**config.mk**
```make
export PLATFORM = sky130hd
export DESIGN_NAME = ext_bus_aligner
export DESIGN_NICKNAME = d
export VERILOG_FILES = /design/src/rtl/ebus_align_pkg.sv /design/src/rtl/ebus_seq.sv /design/src/rtl/ebus_lane_steer.sv /design/src/rtl/ext_bus_aligner.sv
export SDC_FILE = /design/constraint.sdc
export NUM_CORES = 1
export LEC_CHECK = 0
export ABC_AREA = 1
export BUFFER_PORTS_ARGS = -buffer_cell sky130_fd_sc_hd__buf_2
export CAP_MARGIN = 20
export CORE_MARGIN = 8
export CORE_UTILIZATION = 42
export DETAILED_ROUTE_END_ITERATION = 16
export GPL_TIMING_DRIVEN = 0
export PLACE_DENSITY = 0.67
export SYNTH_ARGS = -nofsm -noshare
export SYNTH_HDL_FRONTEND = slang
export SYNTH_SLANG_ARGS = --single-unit
```
**constraint.sdc**
```tcl
create_clock -name clk -period 3.25 [get_ports clk]
set_input_delay 0.4875 -clock clk [delete_from_list [all_inputs] [get_ports clk]]
set_output_delay 0.4875 -clock clk [all_outputs]
set_load 0.02 [all_outputs]
```
**src/rtl/ebus_align_pkg.sv**
```systemverilog
// Shared size codes and beat arithmetic for the external bus aligner.
// Assumes a 16-bit external bus and a 32-bit internal data word.
package ebus_align_pkg;

    typedef enum logic [1:0] {
        SZ_BYTE = 2'b00,
        SZ_WORD = 2'b01,
        SZ_LONG = 2'b10,
        SZ_RSVD = 2'b11
    } xfer_size_e;

    localparam int unsigned INT_DW = 32;
    localparam int unsigned EXT_DW = 16;

    // Number of external cycles a transfer needs in the given space.
    function automatic logic [2:0] beat_count(input logic [1:0] sz, input logic narrow);
        case (sz)
            SZ_BYTE: beat_count = 3'd1;
            SZ_WORD: beat_count = narrow ? 3'd2 : 3'd1;
            default: beat_count = narrow ? 3'd4 : 3'd2;
        endcase
    endfunction

    // Left-justify write data so the first byte to send is in bits 31..24.
    function automatic logic [INT_DW-1:0] left_justify(input logic [1:0] sz,
                                                       input logic [INT_DW-1:0] d);
        case (sz)
            SZ_BYTE: left_justify = {d[7:0], 24'h0};
            SZ_WORD: left_justify = {d[15:0], 16'h0};
            default: left_justify = d;
        endcase
    endfunction

endpackage

```
**src/rtl/ebus_seq.sv**
```systemverilog
// Beat sequencer: accepts a request, rejects misaligned ones, counts the
// external cycles, steps the address and picks the active lane strobes.
// Assumes one clock per external access (no wait states).
module ebus_seq
    import ebus_align_pkg::*;
#(
    parameter int unsigned AW = 24
) (
    input  logic          clk,
    input  logic          rst_n,
    input  logic          req_valid,
    input  logic [AW-1:0] req_addr,
    input  logic [1:0]    req_size,
    input  logic          req_narrow,
    output logic          req_ready,
    output logic          load,
    output logic          busy,
    output logic          align_err,
    output logic          done,
    output logic [AW-1:0] bus_addr,
    output logic          lane_up,
    output logic          lane_lo
);

    logic [2:0]    left_q;
    logic [AW-1:0] addr_q;
    logic          word_q;
    logic          narrow_q;
    logic          misaligned;
    logic          take;

    // Request decode: a multi-byte size at an odd address is rejected.
    always_comb begin
        misaligned = (req_size != SZ_BYTE) && req_addr[0];
        take       = req_valid && !busy;
        load       = take && !misaligned;
    end

    // Sequencer state: busy flag, beats left, address, mode, pulses.
    always_ff @(posedge clk) begin
        if (!rst_n) begin
            busy      <= 1'b0;
            left_q    <= 3'd0;
            addr_q    <= '0;
            word_q    <= 1'b0;
            narrow_q  <= 1'b0;
            done      <= 1'b0;
            align_err <= 1'b0;
        end else begin
            done      <= busy && (left_q == 3'd1);
            align_err <= take && misaligned;
            if (load) begin
                busy     <= 1'b1;
                left_q   <= beat_count(req_size, req_narrow);
                addr_q   <= req_addr;
                word_q   <= !req_narrow && (req_size != SZ_BYTE);
                narrow_q <= req_narrow;
            end else if (busy) begin
                left_q <= left_q - 3'd1;
                addr_q <= addr_q + (word_q ? AW'(2) : AW'(1));
                if (left_q == 3'd1) begin
                    busy <= 1'b0;
                end
            end
        end
    end

    // Lane selection: 8-bit space stays on the upper lane, bytes follow addr[0].
    always_comb begin
        req_ready = !busy;
        bus_addr  = busy ? addr_q : '0;
        lane_up   = busy && (word_q || narrow_q || !addr_q[0]);
        lane_lo   = busy && (word_q || (!narrow_q && addr_q[0]));
    end

endmodule

```
**src/rtl/ebus_lane_steer.sv**
```systemverilog
// Data path: shifts write bytes out most significant first onto the active
// lane(s) and shifts read bytes in to build a right-justified result.
// Assumes the sequencer's lane strobes mark exactly the bytes of each beat.
module ebus_lane_steer
    import ebus_align_pkg::*;
(
    input  logic              clk,
    input  logic              rst_n,
    input  logic              load,
    input  logic              busy,
    input  logic [1:0]        req_size,
    input  logic              req_we,
    input  logic [INT_DW-1:0] req_wdata,
    input  logic              lane_up,
    input  logic              lane_lo,
    input  logic [EXT_DW-1:0] bus_din,
    output logic              bus_we,
    output logic [EXT_DW-1:0] bus_dout,
    output logic [INT_DW-1:0] rdata
);

    logic [INT_DW-1:0] wsh_q;
    logic [INT_DW-1:0] acc_q;
    logic              we_q;
    logic              word_beat;

    assign word_beat = lane_up && lane_lo;

    // Write shifter and read accumulator, advanced once per beat.
    always_ff @(posedge clk) begin
        if (!rst_n) begin
            wsh_q <= '0;
            acc_q <= '0;
            we_q  <= 1'b0;
        end else if (load) begin
            wsh_q <= left_justify(req_size, req_wdata);
            acc_q <= '0;
            we_q  <= req_we;
        end else if (busy) begin
            wsh_q <= word_beat ? {wsh_q[15:0], 16'h0} : {wsh_q[23:0], 8'h0};
            if (!we_q) begin
                acc_q <= word_beat ? {acc_q[15:0], bus_din}
                                   : {acc_q[23:0], (lane_up ? bus_din[15:8] : bus_din[7:0])};
            end
        end
    end

    // Lane drive: only strobed lanes carry data, and only on writes.
    always_comb begin
        bus_we   = busy && we_q;
        bus_dout = '0;
        if (bus_we) begin
            if (word_beat)    bus_dout = wsh_q[31:16];
            else if (lane_up) bus_dout = {wsh_q[31:24], 8'h0};
            else              bus_dout = {8'h0, wsh_q[31:24]};
        end
        rdata = acc_q;
    end

endmodule

```
**src/rtl/ext_bus_aligner.sv**
```systemverilog
// Top level: splits byte/word/longword requests into 8- or 16-bit external
// cycles and steers each byte to the upper or lower lane.
// Assumes one outstanding request and single-clock external accesses.
module ext_bus_aligner
    import ebus_align_pkg::*;
#(
    parameter int unsigned AW = 24
) (
    input  logic          clk,
    input  logic          rst_n,
    input  logic          req_valid,
    output logic          req_ready,
    input  logic [AW-1:0] req_addr,
    input  logic [1:0]    req_size,
    input  logic          req_we,
    input  logic          req_narrow,
    input  logic [31:0]   req_wdata,
    output logic          align_err,
    output logic          done,
    output logic [31:0]   rdata,
    output logic          bus_cyc,
    output logic [AW-1:0] bus_addr,
    output logic          bus_we,
    output logic          bus_ub,
    output logic          bus_lb,
    output logic [15:0]   bus_dout,
    input  logic [15:0]   bus_din
);

    logic load;
    logic busy;
    logic lane_up;
    logic lane_lo;

    ebus_seq #(.AW(AW)) u_seq (
        .clk        (clk),
        .rst_n      (rst_n),
        .req_valid  (req_valid),
        .req_addr   (req_addr),
        .req_size   (req_size),
        .req_narrow (req_narrow),
        .req_ready  (req_ready),
        .load       (load),
        .busy       (busy),
        .align_err  (align_err),
        .done       (done),
        .bus_addr   (bus_addr),
        .lane_up    (lane_up),
        .lane_lo    (lane_lo)
    );

    ebus_lane_steer u_steer (
        .clk       (clk),
        .rst_n     (rst_n),
        .load      (load),
        .busy      (busy),
        .req_size  (req_size),
        .req_we    (req_we),
        .req_wdata (req_wdata),
        .lane_up   (lane_up),
        .lane_lo   (lane_lo),
        .bus_din   (bus_din),
        .bus_we    (bus_we),
        .bus_dout  (bus_dout),
        .rdata     (rdata)
    );

    // Port mapping of sequencer state onto the external strobes.
    always_comb begin
        bus_cyc = busy;
        bus_ub  = lane_up;
        bus_lb  = lane_lo;
    end

endmodule

```
* Word level (Yosys, flattened, before mapping)
Index checks and enable logic that the tools add are counted.
** Word-level totals
- Flip-flop bits (word level) :: 97
- Input bits :: 79
- Output and inout bits :: 79
- Logic and storage cells :: 61
** Operators by class
- Add/subtract/negate cells :: 2
- Equality and inequality tests :: 2
- Multiplexer cells :: 21
- Bitwise gates (word level) :: 2
- Reduce and logical (&&, ||, !) cells :: 24
** Operators with widths (number)
- $mux W32 :: 4
- $mux W24 :: 3
- $pmux W32 S2 :: 1
- $mux W16 :: 3
- $add A24 B24 Y24 :: 1
- $logic_and A1 B1 Y1 :: 11
- $mux W3 :: 3
- $mux W8 :: 1
- $pmux W3 S2 :: 1
- $logic_not A1 Y1 :: 5
- $mux W2 :: 2
- $reduce_bool A2 Y1 :: 2
- $eq A3 B1 Y1 const B :: 1
- $logic_or A1 B1 Y1 :: 3
- $mux W1 :: 3
- $sub A3 B1 Y3 const B :: 1
- $eq A2 B1 Y1 const B :: 1
- $logic_not A2 Y1 :: 1
- $not A1 Y1 :: 2
- $reduce_and A2 Y1 :: 1
- $reduce_or A2 Y1 :: 1

* Depth between registers and ports, before layout
Gate-level depths: netlist (run 1).
- Word-level depth :: 8
- Mapped depth :: 16
- Depth with buffers taken out :: 14

* Modules after synthesis
From an unflattened synthesis (run 1), not the netlist that was laid out.
** Unflattened totals
- Cell total of the unflattened synthesis :: 971
- Area, all modules :: 5959.5 um2
** By module, submodules not included
- ebus_lane_steer :: instances 1, cells an instance 569, area an instance 3559.7 um2
- ebus_seq :: instances 1, cells an instance 402, area an instance 2399.8 um2

* Worst setup path after synthesis (run 1)
No wires, ideal clock.
- Path type :: register to register
- From :: reg u_seq.word_q
- To :: reg u_seq.addr_q[12]
- Library setup time :: 56 ps
- Arrival :: 2418 ps
- Data required time :: 3194 ps
- Slack :: 776 ps
- Stages on the path, launching flop included :: 16
- Path buffers :: 2
- Cell sequence :: dfxtp_1 > clkbuf_1 > inv_2 > buf_1 > ha_1 > inv_1 > fa_1 > inv_1 > nand2_1 > nor2_1 > nand2_1 > nor2_1 > nand3_1 > o211ai_1 > nand2_1 > inv_1
** Between the ends
- Word-level cells in the longest chain between the ends :: 4
** Ends and longest elaborated chain
- start: declaration :: line ebus_seq.sv:27 : logic word_q;
- start signal: assignment :: line ebus_seq.sv:56 : word_q <= !req_narrow && (req_size != SZ_BYTE);
- $mux W2 :: line ebus_seq.sv:60 : addr_q <= addr_q + (word_q ? AW'(2) : AW'(1));
- $add A24 B24 Y24 :: line ebus_seq.sv:60
- $mux W24 :: line ebus_seq.sv:58 : end else if (busy) begin
- $mux W24 :: line ebus_seq.sv:52 : if (load) begin
- end signal: assignment :: line ebus_seq.sv:55 : addr_q <= req_addr;
- end signal: assignment :: line ebus_seq.sv:60
- end: declaration :: line ebus_seq.sv:26 : logic [AW-1:0] addr_q;
Every way passes these cells. The select of a mux whose other input is x is not followed.
A chain may end at the register's enable or synchronous reset.

* Worst setup path in the final report (run 1)
Ends and elaborated chain as after synthesis.

==> flow_summary_export.csv, run 1 <==
group,metric,value,unit
run_status,status,"finished clean",
placement,port_buffers,156,
drt,via_per_inst,5.439,
final_layout,finish.net_count,1131,
critical_path,r2r_slack,0.21,ns
critical_path,worstPathRequired,3.55,ns
final_layout,area_delta_synth_final,22.74,%
logic_synthesis,syn_nets,964,
logic_synthesis,synth_edf_count,0,
logic_synthesis,dominantRegCellSynth,"dfxtp_1",
drt,totalWireLength,21710,um
timing,relSlewSlack,55.02,%
clock_tree,cts_setup_buffers,0,
critical_path,cp-start-kind,"flip-flop",
drt,first_iter_violations,650,
timing,fmax,328.8,MHz
critical_path,critPathKind,"flip-flop to flip-flop",
critical_path,cp_max_fo,11,
global_route,grt_pass1_vias,6351,
drt,routedWlPerCell,17.68,um
die,core,0.01319,mm2
timing,slew_viol_final,0,
clock_tree,cts_max_level,3,
clock_tree,clkTransAtPathRegs,0.07,ns
timing,hold_viol,0,
logic_synthesis,ys_seq_area_share,34.44,%
die,die_x,131.9,um
clock_tree,clkSinkCount,97,
min_path,hp-start,"req_addr[4]",
drt,route.antenna.remaining_nets,0,
timing,finalSetupViolations,0,
global_route,gr-total-overflow,0,
placement,place.gp.congestion,0.9386,
drt,vias,6679,
clock_tree,hold_buffers,0,
die,die_area,0.01739,mm2
logic_synthesis,ys_warn_count,0,
logic_synthesis,avgSynthCellArea,6.408,um2
placement,dp_slack,0.05392,ns
final_layout,drive_gt1_share,20.82,%
min_path,min_path_type,"input pin to flip-flop",
global_route,antenna_found_initial,1,
clock_tree,clock_latency,0.36,ns
die,placementRows,42,
critical_path,endpoint_kind,"flip-flop",
logic_synthesis,mappedNetlistArea,0.005639,mm2
timing,fin_tns_setup,0,ns
timing,setup_slack,0.2090,ns
die,ios,158,
pwr,vdd_drop_max,0.2330,mV
logic_synthesis,synth-async-reset-ratio,0,%
pwr,p_leak,3.166,nW
critical_path,cp_slowest_cell,"fa_1",
critical_path,path_cells,"clkbuf_1, inv_2, clkbuf_2, ha_1, inv_1, fa_1, inv_1, nand2_1, nor2_1, nand2_1, nor2_1, nand3_1, o211ai_1, nand2_1, inv_1",
pwr,powerDensity,440.2,mW/mm2
timing,tightest_slew,0.6747,ns
clock_tree,cts_tree,"yes",
logic_synthesis,netlist_instances,880,
die,die_y,131.9,um
die,start_util,42.75,%
timing,finalCriticalPeriod,3.041,ns
timing,rsz0062_at_grt,"false",
critical_path,crit_path_max_incr_delay,0.45,ns
placement,dpl.hpwl,15800,um
global_route,grt_max_degree,18,
drt,drtPass1Iterations,6,
logic_synthesis,synth-seq-cells,97,
drt,drc,0,
timing,fin_crit_sh,93.57,%
timing,skew,0.004598,ns
critical_path,r2r-start,"u_seq.word_q",
logic_synthesis,synth_cell_types,36,
critical_path,startpoint,"u_seq.word_q",
clock_tree,cts_root_buf,"clkbuf_16",
global_route,grt_usage,24.04,%
final_layout,antenna_cells,0,
global_route,grt_pass1_wl,33780,um
clock_tree,numCtsBuffers,9,
timing,whs,0.3892,ns
final_layout,final_util,52.48,%
critical_path,cp.arrival,3.35,ns
job,maxCapViolCount,0,
clock_tree,cts_buffer_depth,2,
[stage by stage]
step | power (mW) | cells | cell area (um2)
floorplan | 1.768 | 880 | 5639
global placement | 2.019 | 1212 | 6640
detailed placement | 2.021 | 1212 | 6640
CTS | 3.042 | 1228 | 6920
global route | 3.169 | 1228 | 6922
finish | 3.047 | 1228 | 6922
[layout make-up]
type,instances,area [um2]
multi-input combinational,636,3053
buffer,55,295.3
clock inverter,7,55.05
clock buffer,9,225.2
sequential,97,1942
tap,176,220.2
timing repair buffer,156,780.7
inverter,92,350.3
fill,1418,6269
[synthesized netlist by cell type, types with 6 or more instances]
cell / n / area [um2]
a211oi_1: 8 / 60.06
a21oi_1: 87 / 435.4
a31oi_1: 16 / 100.1
buf_2: 13 / 65.06
buf_4: 7 / 52.55
buf_6: 6 / 67.56
clkbuf_1: 25 / 93.84
dfxtp_1: 97 / 1942
inv_1: 84 / 315.3
nand2_1: 222 / 833.3
nand2_2: 6 / 37.54
nand3_1: 59 / 295.3
nor2_1: 66 / 247.7
nor3_1: 11 / 55.05
o211ai_1: 18 / 135.1
o21ai_0: 100 / 500.5
o22ai_1: 18 / 112.6
[placed cells by master, fill, tap and decap left out, types with 2 or more instances in the layout]
cell,Yosys,final
clkbuf_16,0,9
a21oi_1,87,87
nand3b_1,2,2
nand2_1,222,222
inv_2,4,4
and2_1,2,2
a31oi_1,16,16
buf_6,6,6
nor2_4,2,2
buf_2,13,169
a211oi_1,8,8
buf_1,4,3
inv_1,84,84
nand2_2,6,6
clkbuf_1,25,25
o22ai_1,18,18
nor3_1,11,11
nand3_1,59,59
clkinv_4,0,3
nor2_1,66,66
clkinv_1,2,2
clkinvlp_4,0,2
o211ai_1,18,18
dfxtp_1,97,97
inv_4,2,2
buf_4,7,7
o21ai_0,100,100
nor2_2,2,2
nand4_1,3,3
o21ai_1,2,2
ha_1,4,4
[where the power goes]
group / switching, mW / leakage, nW / internal [mW]
sequential: 0.0782 / 0.793 / 1.27
clock: 0.513 / 0.132 / 0.525
combinational: 0.439 / 2.24 / 0.220
[worst max-delay path, delay by kind of cell (launching register included)]
family / cells / cell delay, ns
compound gates: 1 / 0.10
fa+ha+maj: 2 / 0.70
buf+inv: 6 / 1.10
flops: 1 / 0.33
simple gates: 6 / 0.75
[logic make-up after synthesis]
kind of cell               after synthesis  synth area share (%)
AOI/OAI and AO/OA                      254                 25.05
xor gates and xnor gates                 1                0.1553
adders and majority gates                5                 1.243
buffers and inverters                  147                 11.43
DFF                                     97                 34.44
and+or+nand+nor                        376                 27.69
[state kept, by name, indices dropped and copies added, names as in the netlist, 3 cells and up]
| signal | flops |
|---|---|
| u_steer.wsh_q | 32 |
| u_steer.rdata | 32 |
| u_seq.addr_q | 24 |
| u_seq.left_q | 3 |
[layer usage]
layer	routed length [um]	vias to the layer above	share of wire, %	GRT usage, %
li1	-	3259	-	-
met3	1723	48	7.9	5.488
met1	9296	3012	43	30.05
met5	10	-	0.046	0
met2	10070	358	46	39.16
met4	609	2	2.8	9.572
[final timing paths]
kind              cells after the start                end
setup / recovery                     15   u_seq.addr_q[12]
hold reg to reg                       2  u_steer.rdata[27]
hold / removal                        3    u_seq.addr_q[4]
setup reg to reg                     15   u_seq.addr_q[12]
[repair_timing]
item                                   in CTS  in global routing
gates resized for setup                     0                  1
endpoints found under the hold margin       0                  0
setup endpoints to repair                   0                  6
(Power assumes the default switching activity.)
==> inputs of run 2 (changes only) <==
==> constraint.sdc (replaced) <==
create_clock -name clk -period 3.3 [get_ports clk]
set_input_delay 0.495 -clock clk [delete_from_list [all_inputs] [get_ports clk]]
set_output_delay 0.495 -clock clk [all_outputs]
set_load 0.02 [all_outputs]
==> flow_summary_export.csv, run 2 (synthesized netlist as in run 1, its figures left out) <==
group,metric,value,unit
final_layout,final_common_cell,"nand2_1",
die,ios,158,
clock_tree,cts_setup_buffers,0,
final_layout,final_cell_mix,"222 x nand2_1, 169 x buf_2, 100 x o21ai_0",
timing,fmax,329.8,MHz
critical_path,startpoint,"u_seq.word_q",
global_route,grt_usage,24.04,%
final_layout,fillerInstances,1419,
final_layout,stdcell_count,1227,
placement,place.gp.congestion,0.9386,
pwr,vdd_drop_max,0.2316,mV
die,start_util,42.75,%
critical_path,cp_top_family,"buffers and inverters",
clock_tree,clock_latency,0.36,ns
global_route,grt_pass1_wl,33780,um
critical_path,cp_max_fo,20,
final_layout,drive_gt1_share,20.74,%
die,die_area,0.01739,mm2
min_path,min_path_type,"input pin to flip-flop",
run_status,status,"finished clean",
critical_path,r2r-start,"u_seq.word_q",
die,die_x,131.9,um
clock_tree,cts_max_level,3,
global_route,grt_pass1_vias,6351,
clock_tree,cts_buffer_depth,2,
placement,port_buffers,156,
global_route,gr-total-overflow,0,
timing,skew,0.005591,ns
drt,vias,6685,
clock_tree,cts_root_buf,"clkbuf_16",
clock_tree,hold_buffers,0,
placement,numPlacedInstances,1212,
drt,first_iter_violations,651,
critical_path,cp-start-kind,"flip-flop",
final_layout,antenna_cells,0,
timing,hold_viol,0,
die,core,0.01319,mm2
drt,via_per_inst,5.448,
clock_tree,postCtsResizedCells,0,
final_layout,finish.net_count,1130,
pwr,p_leak,3.162,nW
min_path,hp-start,"req_addr[4]",
timing,fin_crit_sh,91.87,%
clock_tree,clkTransAtPathRegs,0.07,ns
final_layout,area_delta_synth_final,22.65,%
pwr,powerDensity,434.2,mW/mm2
timing,finalSetupViolations,0,
job,maxCapViolCount,0,
timing,relSlewSlack,52.85,%
timing,rsz0062_at_grt,"false",
placement,dpl.hpwl,15800,um
pwr,power.total,3.003,mW
critical_path,cp.arrival,2.54,ns
die,placementRows,42,
critical_path,path_cells,"clkbuf_1, inv_2, a21oi_1, o21ai_0, buf_2",
drt,route.antenna.remaining_nets,0,
timing,finalCriticalPeriod,3.032,ns
timing,tightest_slew,0.7073,ns
final_layout,fin_area,0.006917,mm2
global_route,antenna_found_initial,1,
placement,place_area,0.006640,mm2
clock_tree,clkSinkCount,97,
die,die_y,131.9,um
clock_tree,numCtsBuffers,9,
drt,totalWireLength,21700,um
critical_path,crit_path_max_incr_delay,0.63,ns
critical_path,critPathKind,"flip-flop to output port",
clock_tree,cts_tree,"yes",
drt,drc,0,
timing,fin_tns_setup,0,ns
critical_path,endpoint_kind,"output port",
timing,whs,0.3961,ns
critical_path,path_buf_inv,3,
global_route,grt_max_degree,18,
critical_path,worstPathRequired,2.80,ns
drt,drtPass1Iterations,5,
critical_path,cp_slowest_cell,"a21oi_1",
drt,routedWlPerCell,17.68,um
timing,slew_viol_final,0,
run 2: cell types whose count changed in the layout (fill, tap and decap cells not counted):
cell	previous run	this run
clkbuf_2	1	0
run 2: area by class of cell:
type | count | area [um2] | share of cell area [%]
clock inverter | 7 | 55.05 | 0.7959
multi-input combinational | 636 | 3053 | 44.14
sequential | 97 | 1942 | 28.08
inverter | 92 | 350.3 | 5.065
tap | 176 | 220.2 | 3.184
clock buffer | 9 | 225.2 | 3.256
timing repair buffer | 156 | 780.7 | 11.29
buffer | 54 | 290.3 | 4.197
run 2: worst register-to-register path: cells and delay by family (launching register included):
family / cells / cell delay (ns)
compound gates: 1 / 0.10
fa+ha+maj: 2 / 0.72
buf+inv: 5 / 0.92
flops: 1 / 0.33
simple gates: 6 / 0.77
run 2: worst paths after layout:
path | slack, ns | cells past startpoint | end
hold / removal | 0.40 | 3 | u_seq.addr_q[4]
setup reg to reg | 0.42 | 14 | u_seq.addr_q[12]
hold reg to reg | 0.47 | 2 | u_steer.rdata[27]
setup / recovery | 0.27 | 5 | bus_dout[7]
run 2: metal layers:
metal	vias up	global-route usage [%]	routed length [um]
li1	3258	-	-
met1	3069	30.05	9599
met2	318	39.16	10050
met3	38	5.488	1504
met4	2	9.572	534
met5	-	0	10
run 2: power breakdown:
| group | internal (mW) | switching [mW] |
|---|---|---|
| registers | 1.25 | 0.0774 |
| clock network | 0.517 | 0.508 |
| logic | 0.216 | 0.432 |
run 2: per-stage QoR:
stage / utilization (%) / setup WS [ns]
CTS: 52.47 / 0.06628
global placement: 50.34 / 0.1625
global route: 52.44 / 0.1256
detailed placement: 50.34 / 0.1039
floorplan: - / 0.8258
finish: 52.44 / 0.2683
==> inputs of run 3 (changes only) <==
--- a/config.mk
+++ b/config.mk
@@ -8,11 +8,13 @@
 export ABC_AREA = 1
 export BUFFER_PORTS_ARGS = -buffer_cell sky130_fd_sc_hd__buf_2
 export CAP_MARGIN = 20
+export CELL_PAD_IN_SITES_DETAIL_PLACEMENT = 1
+export CELL_PAD_IN_SITES_GLOBAL_PLACEMENT = 2
 export CORE_MARGIN = 8
-export CORE_UTILIZATION = 42
+export CORE_UTILIZATION = 27
 export DETAILED_ROUTE_END_ITERATION = 16
 export GPL_TIMING_DRIVEN = 0
-export PLACE_DENSITY = 0.67
+export PLACE_DENSITY_LB_ADDON = 0.1
 export SYNTH_ARGS = -nofsm -noshare
 export SYNTH_HDL_FRONTEND = slang
 export SYNTH_SLANG_ARGS = --single-unit
==> flow_summary_export.csv, run 3 (synthesized netlist as in run 1, its figures left out) <==
group,metric,value,unit
run_status,status,"finished clean",
final_layout,final_common_cell,"nand2_1",
drt,totalWireLength,26300,um
final_layout,area_delta_synth_final,25.12,%
timing,relSlewSlack,40.65,%
global_route,grt_pass1_vias,6996,
clock_tree,cts_max_level,3,
clock_tree,cts_buffer_depth,2,
clock_tree,clkTransAtPathRegs,0.08,ns
die,core,0.02076,mm2
global_route,grt_pass1_wl,40740,um
die,die_y,160.5,um
min_path,min_path_type,"input pin to flip-flop",
clock_tree,cts_setup_buffers,0,
drt,drtPass1Iterations,5,
placement,dp_slack,-0.09713,ns
drt,routedWlPerCell,19.82,um
placement,dpl.hpwl,20000,um
critical_path,critPathKind,"flip-flop to output port",
final_layout,final_cell_mix,"222 x nand2_1, 169 x buf_2, 100 x o21ai_0",
clock_tree,clkSinkCount,97,
timing,fmax,319.8,MHz
timing,whs,0.3910,ns
die,die_area,0.02577,mm2
timing,setup_slack,0.1730,ns
placement,port_buffers,156,
final_layout,final_util,33.99,%
timing,finalCriticalPeriod,3.127,ns
critical_path,endpoint_kind,"output port",
pwr,p_leak,3.166,nW
die,die_x,160.5,um
drt,dr_wl_met3,1293,um
critical_path,worstPathRequired,2.80,ns
global_route,grt_usage,20.31,%
final_layout,multi_input_area,0.003053,mm2
timing,hold_viol,0,
timing,finalSetupViolations,0,
timing,tightest_slew,0.8903,ns
clock_tree,cts_root_buf,"clkbuf_16",
drt,dr_wl_met2,12470,um
global_route,antenna_found_initial,0,
critical_path,cp.arrival,2.63,ns
placement,place.gp.congestion,0.8374,
timing,rsz0062_at_grt,"false",
clock_tree,cts_tree,"yes",
die,ios,158,
drt,top_layer,"met4",
placement,place_area,0.006764,mm2
critical_path,cp_max_fo,10,
clock_tree,clock_latency,0.36,ns
final_layout,fin_area,0.007056,mm2
timing,fin_crit_sh,94.76,%
timing,slew_viol_final,0,
clock_tree,numCtsBuffers,9,
die,placementRows,53,
drt,first_iter_violations,295,
final_layout,drive_gt1_share,20.82,%
final_layout,finish.net_count,1131,
drt,route.antenna.remaining_nets,0,
global_route,grt_max_degree,19,
die,start_util,27.17,%
pwr,vdd_drop_max,0.2483,mV
job,maxCapViolCount,0,
drt,vias,6573,
critical_path,cp-start-kind,"flip-flop",
drt,drc,0,
final_layout,antenna_cells,0,
pwr,powerDensity,437.8,mW/mm2
timing,skew,0.005647,ns
global_route,gr-total-overflow,0,
final_layout,regArea,0.001942,mm2
final_layout,fillerInstances,2764,
drt,wl_met1,12080,um
drt,via_per_inst,4.953,
==> run 3: cell count changes in the layout (fill, tap and decap cells not counted) <==
cell,previous run,this run
clkinvlp_4,2,3
clkinv_4,3,1
clkbuf_4,0,1
clkinv_2,1,0
inv_8,0,2
==> run 3: metrics by stage <==
stage / std cells / TNS [ns] / power, mW
3_3_place_gp: 1311 / -0.1932 / 2.036
5_1_grt: 1327 / 0 / 3.252
6_report: 1327 / 0 / 3.089
4_1_cts: 1327 / 0 / 3.117
2_1_floorplan: 880 / 0 / 1.741
3_5_place_dp: 1311 / -0.2177 / 2.037
==> run 3: layout make-up <==
class	instances	share of cell area (%)
Clock buffer	9	3.192
Clock inverter	7	0.8867
Sequential cell	97	27.52
Multi-Input combinational cell	636	43.27
Buffer	55	4.221
Tap cell	275	4.877
Timing Repair Buffer	156	11.07
Inverter	92	4.965
==> run 3: worst max-delay path, stage by stage, from the launching register on <==
cell	delay, ns
dfxtp_1	0.35
clkbuf_1	0.46
inv_2	0.25
a21oi_1	0.70
o21ai_0	0.27
buf_2	0.23
==> run 3: final timing paths <==
path                        start                to  slack (ns)  depth (start not counted)
setup / recovery     u_seq.word_q       bus_dout[7]        0.17                          5
hold / removal             req_we      u_steer.we_q        0.39                          3
setup reg to reg     u_seq.word_q  u_seq.addr_q[12]        0.25                         15
hold reg to reg   u_seq.left_q[1]   u_seq.left_q[1]        0.47                          2
==> run 3: report_power, final <==
group | internal (mW) | switching [mW]
combinational | 0.217 | 0.457
sequential | 1.25 | 0.0792
clock | 0.528 | 0.556
total | 2.00 | 1.09
==> run 3: routing by layer <==
| metal | track usage [%] | up-vias |
|---|---|---|
| li1 | - | 3262 |
| met1 | 25.80 | 3127 |
| met2 | 34.35 | 158 |
| met3 | 3.967 | 26 |
| met4 | 5.565 | 0 |
| met5 | 0 | - |
==> run 3: repair_timing <==
action,in CTS,in global routing
setup endpoints to repair,3,2
hold buffers,0,0
endpoints found under the hold margin,0,0
gates resized for setup,1,1
